## config.mk

```make
export PLATFORM = sky130hd
export DESIGN_NAME = dual_interval_timer
export DESIGN_NICKNAME = d
export VERILOG_FILES = /design/src/rtl/itmr_pkg.sv /design/src/rtl/tick_select.sv /design/src/rtl/down_timer.sv /design/src/rtl/dual_interval_timer.sv
export SDC_FILE = /design/constraint.sdc
export NUM_CORES = 1
export LEC_CHECK = 0
export ABC_AREA = 1
export BUFFER_PORTS_ARGS = -buffer_cell sky130_fd_sc_hd__buf_2
export CORE_ASPECT_RATIO = 2
export CORE_UTILIZATION = 50
export CTS_CLUSTER_DIAMETER = 200
export DETAILED_ROUTE_END_ITERATION = 6
export MAX_ROUTING_LAYER = met4
export PLACE_DENSITY = 0.76
export SLEW_MARGIN = 20
export SYNTH_ARGS = -nofsm -noshare
export SYNTH_HDL_FRONTEND = slang
export SYNTH_SLANG_ARGS = --single-unit
```

## constraint.sdc

```tcl
create_clock -name clk -period 1.4 [get_ports clk]
set_input_delay 0.28 -clock clk [delete_from_list [all_inputs] [get_ports clk]]
set_output_delay 0.28 -clock clk [all_outputs]
set_load 0.05 [all_outputs]
```

## src/rtl/itmr_pkg.sv

```systemverilog
package itmr_pkg;
    localparam int CNT_W = 8;

    typedef enum logic {
        TM_HALT  = 1'b0,
        TM_COUNT = 1'b1
    } tm_state_e;

    // one timer's slice of the control word, MSB first
    typedef struct packed {
        logic             ack;
        logic             src_b;
        logic             run;
        logic [CNT_W-1:0] reload;
    } tm_field_t;

    localparam int FIELD_W = $bits(tm_field_t);
    localparam int N_TMR   = 2;
    localparam int CTL_W   = N_TMR * FIELD_W + 1;
endpackage

```

## src/rtl/tick_select.sv

```systemverilog
module tick_select #(
    parameter bit CHAIN_OK = 1'b0
) (
    input  logic src_a,
    input  logic src_b,
    input  logic sel_b,
    input  logic chain_en,
    input  logic chain_tick,
    output logic tick
);
    logic ext_tick;
    assign ext_tick = sel_b ? src_b : src_a;

    generate
        if (CHAIN_OK) begin : g_chain
            assign tick = chain_en ? chain_tick : ext_tick;
        end else begin : g_plain
            logic unused_chain;
            assign unused_chain = chain_en ^ chain_tick;
            assign tick = ext_tick;
        end
    endgenerate
endmodule

```

## src/rtl/down_timer.sv

```systemverilog
module down_timer
    import itmr_pkg::*;
(
    input  logic             clk,
    input  logic             rst_n,
    input  logic             we,
    input  tm_field_t        field,
    input  logic             tick,
    output logic [CNT_W-1:0] count,
    output logic             irq,
    output logic             wrap
);
    tm_state_e        state_q, state_d;
    logic [CNT_W-1:0] count_q, reload_q;
    logic             irq_q;
    logic             load_req;

    assign load_req = we && !field.run;
    assign wrap     = (state_q == TM_COUNT) && tick &&
                      (count_q == CNT_W'(1)) && !load_req;

    always_comb begin
        state_d = state_q;
        unique case (state_q)
            TM_HALT:  if (we && field.run) state_d = TM_COUNT;
            TM_COUNT: if (load_req)        state_d = TM_HALT;
            default:                       state_d = TM_HALT;
        endcase
    end

    always_ff @(posedge clk or negedge rst_n) begin
        if (!rst_n) state_q <= TM_HALT;
        else        state_q <= state_d;
    end

    always_ff @(posedge clk or negedge rst_n) begin
        if (!rst_n) begin
            count_q  <= '0;
            reload_q <= '0;
            irq_q    <= 1'b0;
        end else begin
            if (we) reload_q <= field.reload;
            if (load_req)
                count_q <= field.reload;
            else if (state_q == TM_COUNT && tick)
                count_q <= wrap ? reload_q : count_q - CNT_W'(1);
            if (wrap)
                irq_q <= 1'b1;
            else if (we && field.ack)
                irq_q <= 1'b0;
        end
    end

    assign count = count_q;
    assign irq   = irq_q;

    // halted counter is frozen
    a_r2_halt_frozen: assert property (@(posedge clk) disable iff (!rst_n)
        (state_q == TM_HALT && !we) |=> $stable(count_q));
    // one step per strobe
    a_r3_step_down: assert property (@(posedge clk) disable iff (!rst_n)
        (state_q == TM_COUNT && !we && tick && count_q != CNT_W'(1))
        |=> count_q == $past(count_q) - CNT_W'(1));
    // no strobe, no motion
    a_r3_hold_idle: assert property (@(posedge clk) disable iff (!rst_n)
        (state_q == TM_COUNT && !we && !tick) |=> $stable(count_q));
    // a wrap always leaves the interrupt raised
    a_r4_irq_on_wrap: assert property (@(posedge clk) disable iff (!rst_n)
        wrap |=> irq_q);
    // only an acknowledge can lower the interrupt
    a_r6_irq_sticky: assert property (@(posedge clk) disable iff (!rst_n)
        (irq_q && !(we && field.ack)) |=> irq_q);
endmodule

```

## src/rtl/dual_interval_timer.sv

```systemverilog
module dual_interval_timer
    import itmr_pkg::*;
(
    input  logic             clk,
    input  logic             rst_n,
    input  logic             ctl_we,
    input  logic [CTL_W-1:0] ctl_wdata,
    input  logic             tick_a,
    input  logic             tick_b,
    output logic [N_TMR-1:0] irq,
    output logic [CNT_W-1:0] count0,
    output logic [CNT_W-1:0] count1
);
    localparam int CHAIN_BIT = N_TMR * FIELD_W;

    logic                   chain_en;
    logic [N_TMR-1:0]       tick_v;
    logic [N_TMR-1:0]       wrap_v;
    logic [CNT_W-1:0]       cnt_v [N_TMR];

    assign chain_en = ctl_wdata[CHAIN_BIT];

    // chain setting is held in a register; only written on ctl_we
    logic chain_q;
    always_ff @(posedge clk or negedge rst_n) begin
        if (!rst_n)      chain_q <= 1'b0;
        else if (ctl_we) chain_q <= chain_en;
    end

    generate
        for (genvar i = 0; i < N_TMR; i++) begin : g_tmr
            tm_field_t fld;
            assign fld = tm_field_t'(ctl_wdata[i*FIELD_W +: FIELD_W]);

            tick_select #(.CHAIN_OK(i == 0)) u_sel (
                .src_a      (tick_a),
                .src_b      (tick_b),
                .sel_b      (u_tmr_src_b),
                .chain_en   (chain_q),
                .chain_tick (wrap_v[(i + 1) % N_TMR]),
                .tick       (tick_v[i])
            );

            // source select latched on each write
            logic u_tmr_src_b;
            always_ff @(posedge clk or negedge rst_n) begin
                if (!rst_n)      u_tmr_src_b <= 1'b0;
                else if (ctl_we) u_tmr_src_b <= fld.src_b;
            end

            down_timer u_tmr (
                .clk   (clk),
                .rst_n (rst_n),
                .we    (ctl_we),
                .field (fld),
                .tick  (tick_v[i]),
                .count (cnt_v[i]),
                .irq   (irq[i]),
                .wrap  (wrap_v[i])
            );
        end
    endgenerate

    assign count0 = cnt_v[0];
    assign count1 = cnt_v[1];

    // in chained mode timer 0 moves only when timer 1 wraps
    a_r8_chain_rate: assert property (@(posedge clk) disable iff (!rst_n)
        (chain_q && !ctl_we && !wrap_v[1]) |=> $stable(count0));
endmodule

```

==> impl_summary.txt, run 1 <==
----------------------------------------------------
[Synthesis]
  Cell types with the largest area share after synthesis ... dfrtp_1, nand2_1, inv_1
  Share of flip-flops with an asynchronous set or reset after synthesis ... 1.00
  Syn_nets ... about 340
  Seq cells post-synth ... 39
  Synth area leader ... dfrtp_1
  Prevailing post-synth register cell ... dfrtp_1
  Instance count of the mapped netlist ... slightly above 300
  Synth Area per Inst ... 7.49 um^2
  Area share of the leading cell type in the synthesized netlist ... 0.422
  Post-synth EDFFs ... 0
  Most common cell in the synthesized netlist ... nand2_1
  YS warnings ... 0
  Post-synthesis cell type count ... 31
  Cell area after synthesis ... between 2000 and 2500 um^2
  Leading post-synthesis cells by instance count ... nand2_1, dfrtp_1, inv_1
  Register area share after synthesis ... 0.422

[Drt]
  Post-route ant nets ... 0
  Number of iterations in the first detailed-routing pass ... 5
  Via-to-Cell Ratio ... around 5.2
  Post-detailed-route wirelength per cell ... about 14 um
  Number of remaining DRC errors ... 0
  Starting DRT DRC Count ... 69
  WL final ... between 6 and 7 mm
  Total vias in the final route ... between 2000 and 2500

[Timing]
  Highest clock rate ... between 0.6 and 0.7 GHz
  Pins over their slew limit ... 0
  Setup repair after global routing missed its margin ... true
  Final sum of negative setup slack ... -0.628 ns
  Worst Max-Slew Pin Slew ... 0.339 ns
  Number of hold-slack violations in the final timing report ... 0
  Tightest slew margin relative to the limit ... 0.773
  Worst setup margin ... -0.0868 ns
  Final Critical Period ... approximately 1.5 ns
  Final worst clock skew ... about 0.0085 ns
  Final worst path period share ... 1.06
  Final Setup Violations ... 12

[GRT]
  Vias in the first global route ... about 2200
  Total overflow reported by the global router ... 0
  Overall global routing resource usage ... 0.274
  Maximum number of pins on one net before global-route repair ... 40
  First-pass GRT wire length ... 9.92 mm
  Number of antenna violations at the first check in global routing ... 0

[Floorplanning]
  Cell Rows ... 34
  Die outline area ... ~4900 um^2
  Horizontal die dimension ... 50.1 um
  Initial standard-cell utilization of the core ... 0.528
  Core box area ... roughly 4400 um^2
  I/O pin cnt ... 46
  Vertical extent of the die ... 98.2 um

[Worst setup path]
  Dominant cell type by count on the critical path ... nand2_1
  Worst path buffer plus inverter count ... 0
  Crit path largest cell delay ... roughly 0.45 ns
  Highest fanout seen on the critical path ... 7
  Sort of element at the end of the critical path ... flop
  Crit-path leading delay family ... simple AND/OR/NAND/NOR gates
  CP Data Arrival Time ... approximately 1.7 ns
  Critical-path cell with the highest stage delay ... dfrtp_2
  Worst Reg2Reg Path Length in Cells ... 9
  Critical path type ... flop to flop
  CP Launch Type ... flop
  Cell chain of the critical path ... nor2_2, nand2_2, nor2_4, nand3_4, nand2_8, nand3_2, nand2_1, nand2_1, nand2_1
  Critical path depth in cells ... 9
  Worst endpoint required time ... roughly 1.6 ns

[Worst hold path]
  Worst min-delay path class ... input pin to flop
  Worst hold path stage count ... 3

[Run]
  Count of maximum capacitance violations ... 0

[Power and ir drop]
  Post-layout total power ... around 5200 uW
  Leakage ... about 0.0017 uW
  Sequential share of power ... 0.299
  Switching share of power ... 0.424
  Proportion of power drawn by combinational gates ... 0.483
  Internal power ... 2990 uW
  PwrDens ... roughly 1600 nW/um^2
  Net switching component of the power ... 2200 uW
  Share of total power in the clock network ... 0.218
  Peak supply drop ... ~0.0013 V

[Placed design]
  Worst setup timing slack at the placement stage ... -0.0826 ns
  Detailed-placement wirelength estimate ... 4.50 mm
  Number of buffer cells added on primary ports ... 45
  Final weighted congestion in routability-driven placement ... around 0.85
  Placed cell area ... about 2800 um^2

[Clock tree]
  CTS tree ... built
  CTS clock-pin slew for the worst setup and hold paths ... 0.08 ns
  Worst skew pair latency ... about 0.29 ns
  TritonCTS Buffers ... 5
  Clock sink count ... 39
  Clk buf depth ... 2
  CTS H-tree lvls ... 2
  CTS root buf ... clkbuf_8

[Layout]
  Proportion of layout cells with a drive suffix above 1 ... 0.383
  Core utilization of the finished layout ... 0.729
  Number of fill cells in the layout ... 360
  Design Area, Final ... roughly 3200 um^2
  Ant diodes ... 0
  Synthesis-to-finish area growth ... 38.1%
  Final Net Count ... 423

[Outcome]
  Outcome ... complete, but fails checks
  Failing checks ... setup timing

----------------------------------------------------
## cell usage in the layout (no fill, tap or decap), types with 5 or more instances in the layout
| cell | Yosys | final |
|---|---|---|
| buf_2 | 1 | 43 |
| buf_4 | 3 | 31 |
| clkbuf_8 | 0 | 5 |
| dfrtp_1 | 39 | 27 |
| dfrtp_2 | 0 | 12 |
| inv_1 | 37 | 29 |
| inv_2 | 4 | 11 |
| nand2_1 | 114 | 111 |
| nand3_1 | 20 | 13 |
| nand3_2 | 0 | 8 |
| nand4_1 | 5 | 5 |
| nor2_1 | 24 | 18 |
| nor2_4 | 4 | 8 |
| o21ai_0 | 14 | 11 |
| o21ai_1 | 2 | 5 |
| xor2_1 | 7 | 7 |
## per-layer routing
| layer | global-route usage | share of wire |
|---|---|---|
| met5 | - | 0 |
| met4 | 0.147 | 0.040 |
| met3 | 0.0296 | 0.033 |
| met2 | 0.499 | 0.58 |
| met1 | 0.269 | 0.35 |
## per-stage QoR
stage               instances  hold slack [ns]
floorplan                 309          -0.0156
global placement          429            0.264
detailed placement        429            0.265
CTS                       441            0.192
global route              446            0.200
finish                    446            0.198
## logic make-up after synthesis
kind of cell | count (synthesis) | share of synthesized area
compound gates | 26 | 0.0633
xor+xnor | 11 | 0.0416
fa+ha+maj | 4 | 0.0216
buf+inv | 49 | 0.0849
flops | 39 | 0.422
simple gates | 180 | 0.367
## power groups by stage
stage               Combinational [uW]  Clock [uW]  Sequential, uW
floorplan                          930           0            2040
global placement                  2110           0            1530
detailed placement                2160           0            1530
CTS                               2260        1140            1530
global route                      2680        1190            1580
finish                            2510        1130            1550
## final timing paths
| path | startpoint | to | slack, ns |
|---|---|---|---|
| setup reg to reg | g_tmr[1].u_tmr.count[4] | g_tmr[0].u_tmr.count[0] | -0.09 |
| hold / removal | ctl_wdata[9] | g_tmr[0].u_tmr_src_b | 0.20 |
| hold reg to reg | g_tmr[0].u_tmr.reload_q[2] | g_tmr[0].u_tmr.reload_q[2] | 0.48 |
| min in group asynchronous | rst_n | g_tmr[0].u_tmr.count[5] | 0.48 |
| max in group asynchronous | rst_n | g_tmr[1].u_tmr.count[4] | 0.70 |
| setup / recovery | g_tmr[1].u_tmr.count[4] | g_tmr[0].u_tmr.count[0] | -0.09 |
## sequential cells by signal, indices dropped and copies added (netlist names), named ones only
| register | count |
|---|---|
| g_tmr.u_tmr.count | 16 |
| g_tmr.u_tmr.reload_q | 16 |
| g_tmr.u_tmr.irq | 2 |
| g_tmr.u_tmr_src_b | 2 |
| chain_q | 1 |
## what timing repair did
action                                  CTS  global route
cloned                                    1             1
pin swaps                                 8            13
resized for setup                        18            29
hold buffers                              1             0
setup buffers                             2             4
endpoints found under the setup margin   16            20
hold endpoints to repair                 39             0
## area by class of cell
cell class / instances / area [um^2] / area share
clock buffer: 6 / 72.6 / 0.0227
clock inverter: 2 / 60.1 / 0.0188
tap: 54 / 67.6 / 0.0212
sequential: 39 / 991 / 0.310
timing repair buffer: 80 / 519 / 0.163
multi-input combinational: 223 / 1320 / 0.414
inverter: 42 / 161 / 0.0505
## tightest hold or removal path: cells and delay by family
family | cells | cell delay, ns
buf+inv | 1 | 0.08
simple gates | 1 | 0.04
compound gates | 1 | 0.06
Power figures use the tool's default switching activity.
==> run 2: changes to the inputs <==
--- a/config.mk
+++ b/config.mk
@@ -7,12 +7,14 @@
 export LEC_CHECK = 0
 export ABC_AREA = 1
 export BUFFER_PORTS_ARGS = -buffer_cell sky130_fd_sc_hd__buf_2
+export CAP_MARGIN = 20
 export CORE_ASPECT_RATIO = 2
 export CORE_UTILIZATION = 50
 export CTS_CLUSTER_DIAMETER = 200
 export DETAILED_ROUTE_END_ITERATION = 6
 export MAX_ROUTING_LAYER = met4
 export PLACE_DENSITY = 0.76
+export RECOVER_POWER = 50
 export SLEW_MARGIN = 20
 export SYNTH_ARGS = -nofsm -noshare
 export SYNTH_HDL_FRONTEND = slang
==> impl_summary.txt, run 2 (synthesis results as in run 1) <==
----------------------------------------------------
[Timing]
  Setup repair after global routing missed its margin ... true
  Final sum of negative setup slack ... -0.617 ns
  Final worst path period share ... 1.06
  Final Setup Violations ... 12
  Final Critical Period ... 1.48 ns
  Worst setup margin ... -0.0838 ns
  Tightest slew margin relative to the limit ... 0.562
  Final worst clock skew ... about 0.0088 ns
  Worst Max-Slew Pin Slew ... 0.658 ns
  Highest clock rate ... between 0.6 and 0.7 GHz
  Number of hold-slack violations in the final timing report ... 0
  Pins over their slew limit ... 0

[Worst setup path]
  CP Launch Type ... flop
  Worst Reg2Reg Path Length in Cells ... 9
  Worst endpoint required time ... 1.63 ns
  Sort of element at the end of the critical path ... flop
  CP Data Arrival Time ... between 1.5 and 2 ns
  Highest fanout seen on the critical path ... 7
  Critical path type ... flop to flop

[GRT]
  Overall global routing resource usage ... 0.274
  First-pass GRT wire length ... ~9.9 mm
  Total overflow reported by the global router ... 0
  Vias in the first global route ... about 2200
  Maximum number of pins on one net before global-route repair ... 40
  Number of antenna violations at the first check in global routing ... 0

[Clock tree]
  TritonCTS Buffers ... 5
  CTS clock-pin slew for the worst setup and hold paths ... around 0.08 ns
  CTS H-tree lvls ... 2
  CTS root buf ... clkbuf_8
  Worst skew pair latency ... roughly 0.29 ns
  Clk buf depth ... 2
  CTS tree ... built
  Clock sink count ... 39

[Floorplanning]
  Die outline area ... roughly 4900 um^2
  Initial standard-cell utilization of the core ... 0.528
  Vertical extent of the die ... 98.2 um
  Horizontal die dimension ... 50.1 um
  I/O pin cnt ... 46
  Cell Rows ... 34
  Core box area ... about 4400 um^2

[Outcome]
  Failing checks ... setup timing
  Outcome ... complete, but fails checks

[Worst hold path]
  Worst hold path stage count ... 3
  Worst min-delay path class ... input pin to flop

[Layout]
  Most common cell after layout, fill and taps aside ... nand2_1
  Non-Filler Instances ... between 400 and 500
  Synthesis-to-finish area growth ... 37.2%
  Proportion of layout cells with a drive suffix above 1 ... 0.378
  Commonest non-fill, non-tap cells in the layout ... nand2_1, buf_2, inv_1, buf_4, dfrtp_1
  Final Net Count ... 423
  Ant diodes ... 0

[Drt]
  Total vias in the final route ... 2312
  Number of iterations in the first detailed-routing pass ... 5
  WL final ... about 6.4 mm
  Number of remaining DRC errors ... 0
  Via-to-Cell Ratio ... approximately 5.2
  Post-route ant nets ... 0
  Post-detailed-route wirelength per cell ... roughly 14 um
  Starting DRT DRC Count ... 64

[Placed design]
  Final weighted congestion in routability-driven placement ... 0.849
  Placed Instances ... 429
  Number of buffer cells added on primary ports ... 45
  Detailed-placement wirelength estimate ... approximately 4.5 mm

[Power and ir drop]
  Sequential share of power ... 0.300
  Internal power ... 2980 uW
  PwrDens ... 1630 nW/um^2
  Switching share of power ... 0.425
  Peak supply drop ... approximately 0.0013 V
  Share of total power in the clock network ... 0.218
  Proportion of power drawn by combinational gates ... 0.482
  Leakage ... around 0.0017 uW
  Post-layout total power ... just over 5000 uW
  Net switching component of the power ... between 2000 and 2500 uW

[Run]
  Count of maximum capacitance violations ... 0

----------------------------------------------------
==> run 2: path summary, 6_finish.rpt <==
kind                                             from                         end  slack, ns
max in group asynchronous                       rst_n     g_tmr[1].u_tmr.count[4]       0.38
min in group asynchronous                       rst_n     g_tmr[0].u_tmr.count[5]       0.61
min                                      ctl_wdata[9]        g_tmr[0].u_tmr_src_b       0.20
max                           g_tmr[1].u_tmr.count[4]     g_tmr[0].u_tmr.count[0]      -0.08
max reg2reg                   g_tmr[1].u_tmr.count[4]     g_tmr[0].u_tmr.count[0]      -0.08
min reg2reg                g_tmr[0].u_tmr.reload_q[2]  g_tmr[0].u_tmr.reload_q[2]       0.48
==> run 2: layout make-up <==
type / count / area, um^2
Multi-Input combinational cell: 223 / 1320
Fill cell: 366 / 1210
Sequential cell: 39 / 991
Timing Repair Buffer: 80 / 499
Inverter: 42 / 161
Clock buffer: 6 / 72.6
Tap cell: 54 / 67.6
Clock inverter: 2 / 60.1
==> run 2: per-layer routing <==
layer,vias up,GRT usage,wire length (um)
met5,-,-,0
met4,0,0.147,268
met3,26,0.0296,241
met2,89,0.499,3740
met1,1071,0.269,2190
li1,1126,-,-
==> run 2: worst max-delay path: stages (launching register included) <==
cell     delay [ns]
dfrtp_2        0.45
nor2_2         0.14
nand2_2        0.10
nor2_4         0.12
nand3_4        0.12
nand2_8        0.13
nand3_2        0.16
nand2_1        0.10
nand2_1        0.06
nand2_1        0.06
==> run 2: metrics by stage <==
step	utilization	area (um^2)	hold slack [ns]	setup WS (ns)
6_report	0.724	3170	0.197	-0.0838
5_1_grt	0.724	3170	0.200	-0.178
3_5_place_dp	0.644	2820	0.265	-0.0826
3_3_place_gp	0.644	2820	0.264	-0.0457
2_1_floorplan	-	2340	-0.0156	-0.139
4_1_cts	0.698	3060	0.192	-0.0550
==> run 2: power groups by stage <==
| stage | Clock [uW] | Sequential [uW] | Combinational (uW) |
|---|---|---|---|
| after floorplan | 0 | 2040 | 930 |
| after global placement | 0 | 1530 | 2110 |
| after detailed placement | 0 | 1530 | 2160 |
| after CTS | 1140 | 1530 | 2260 |
| after global routing | 1190 | 1580 | 2670 |
| final | 1130 | 1550 | 2500 |
==> run 2: repair_timing <==
item / 4_1_cts / 5_1_grt
setup buffers: 2 / 4
setup endpoints to repair: 16 / 20
resized for setup: 18 / 29
cloned: 1 / 1
hold buffers: 1 / 0
hold endpoints to repair: 39 / 0
pin swaps: 8 / 13
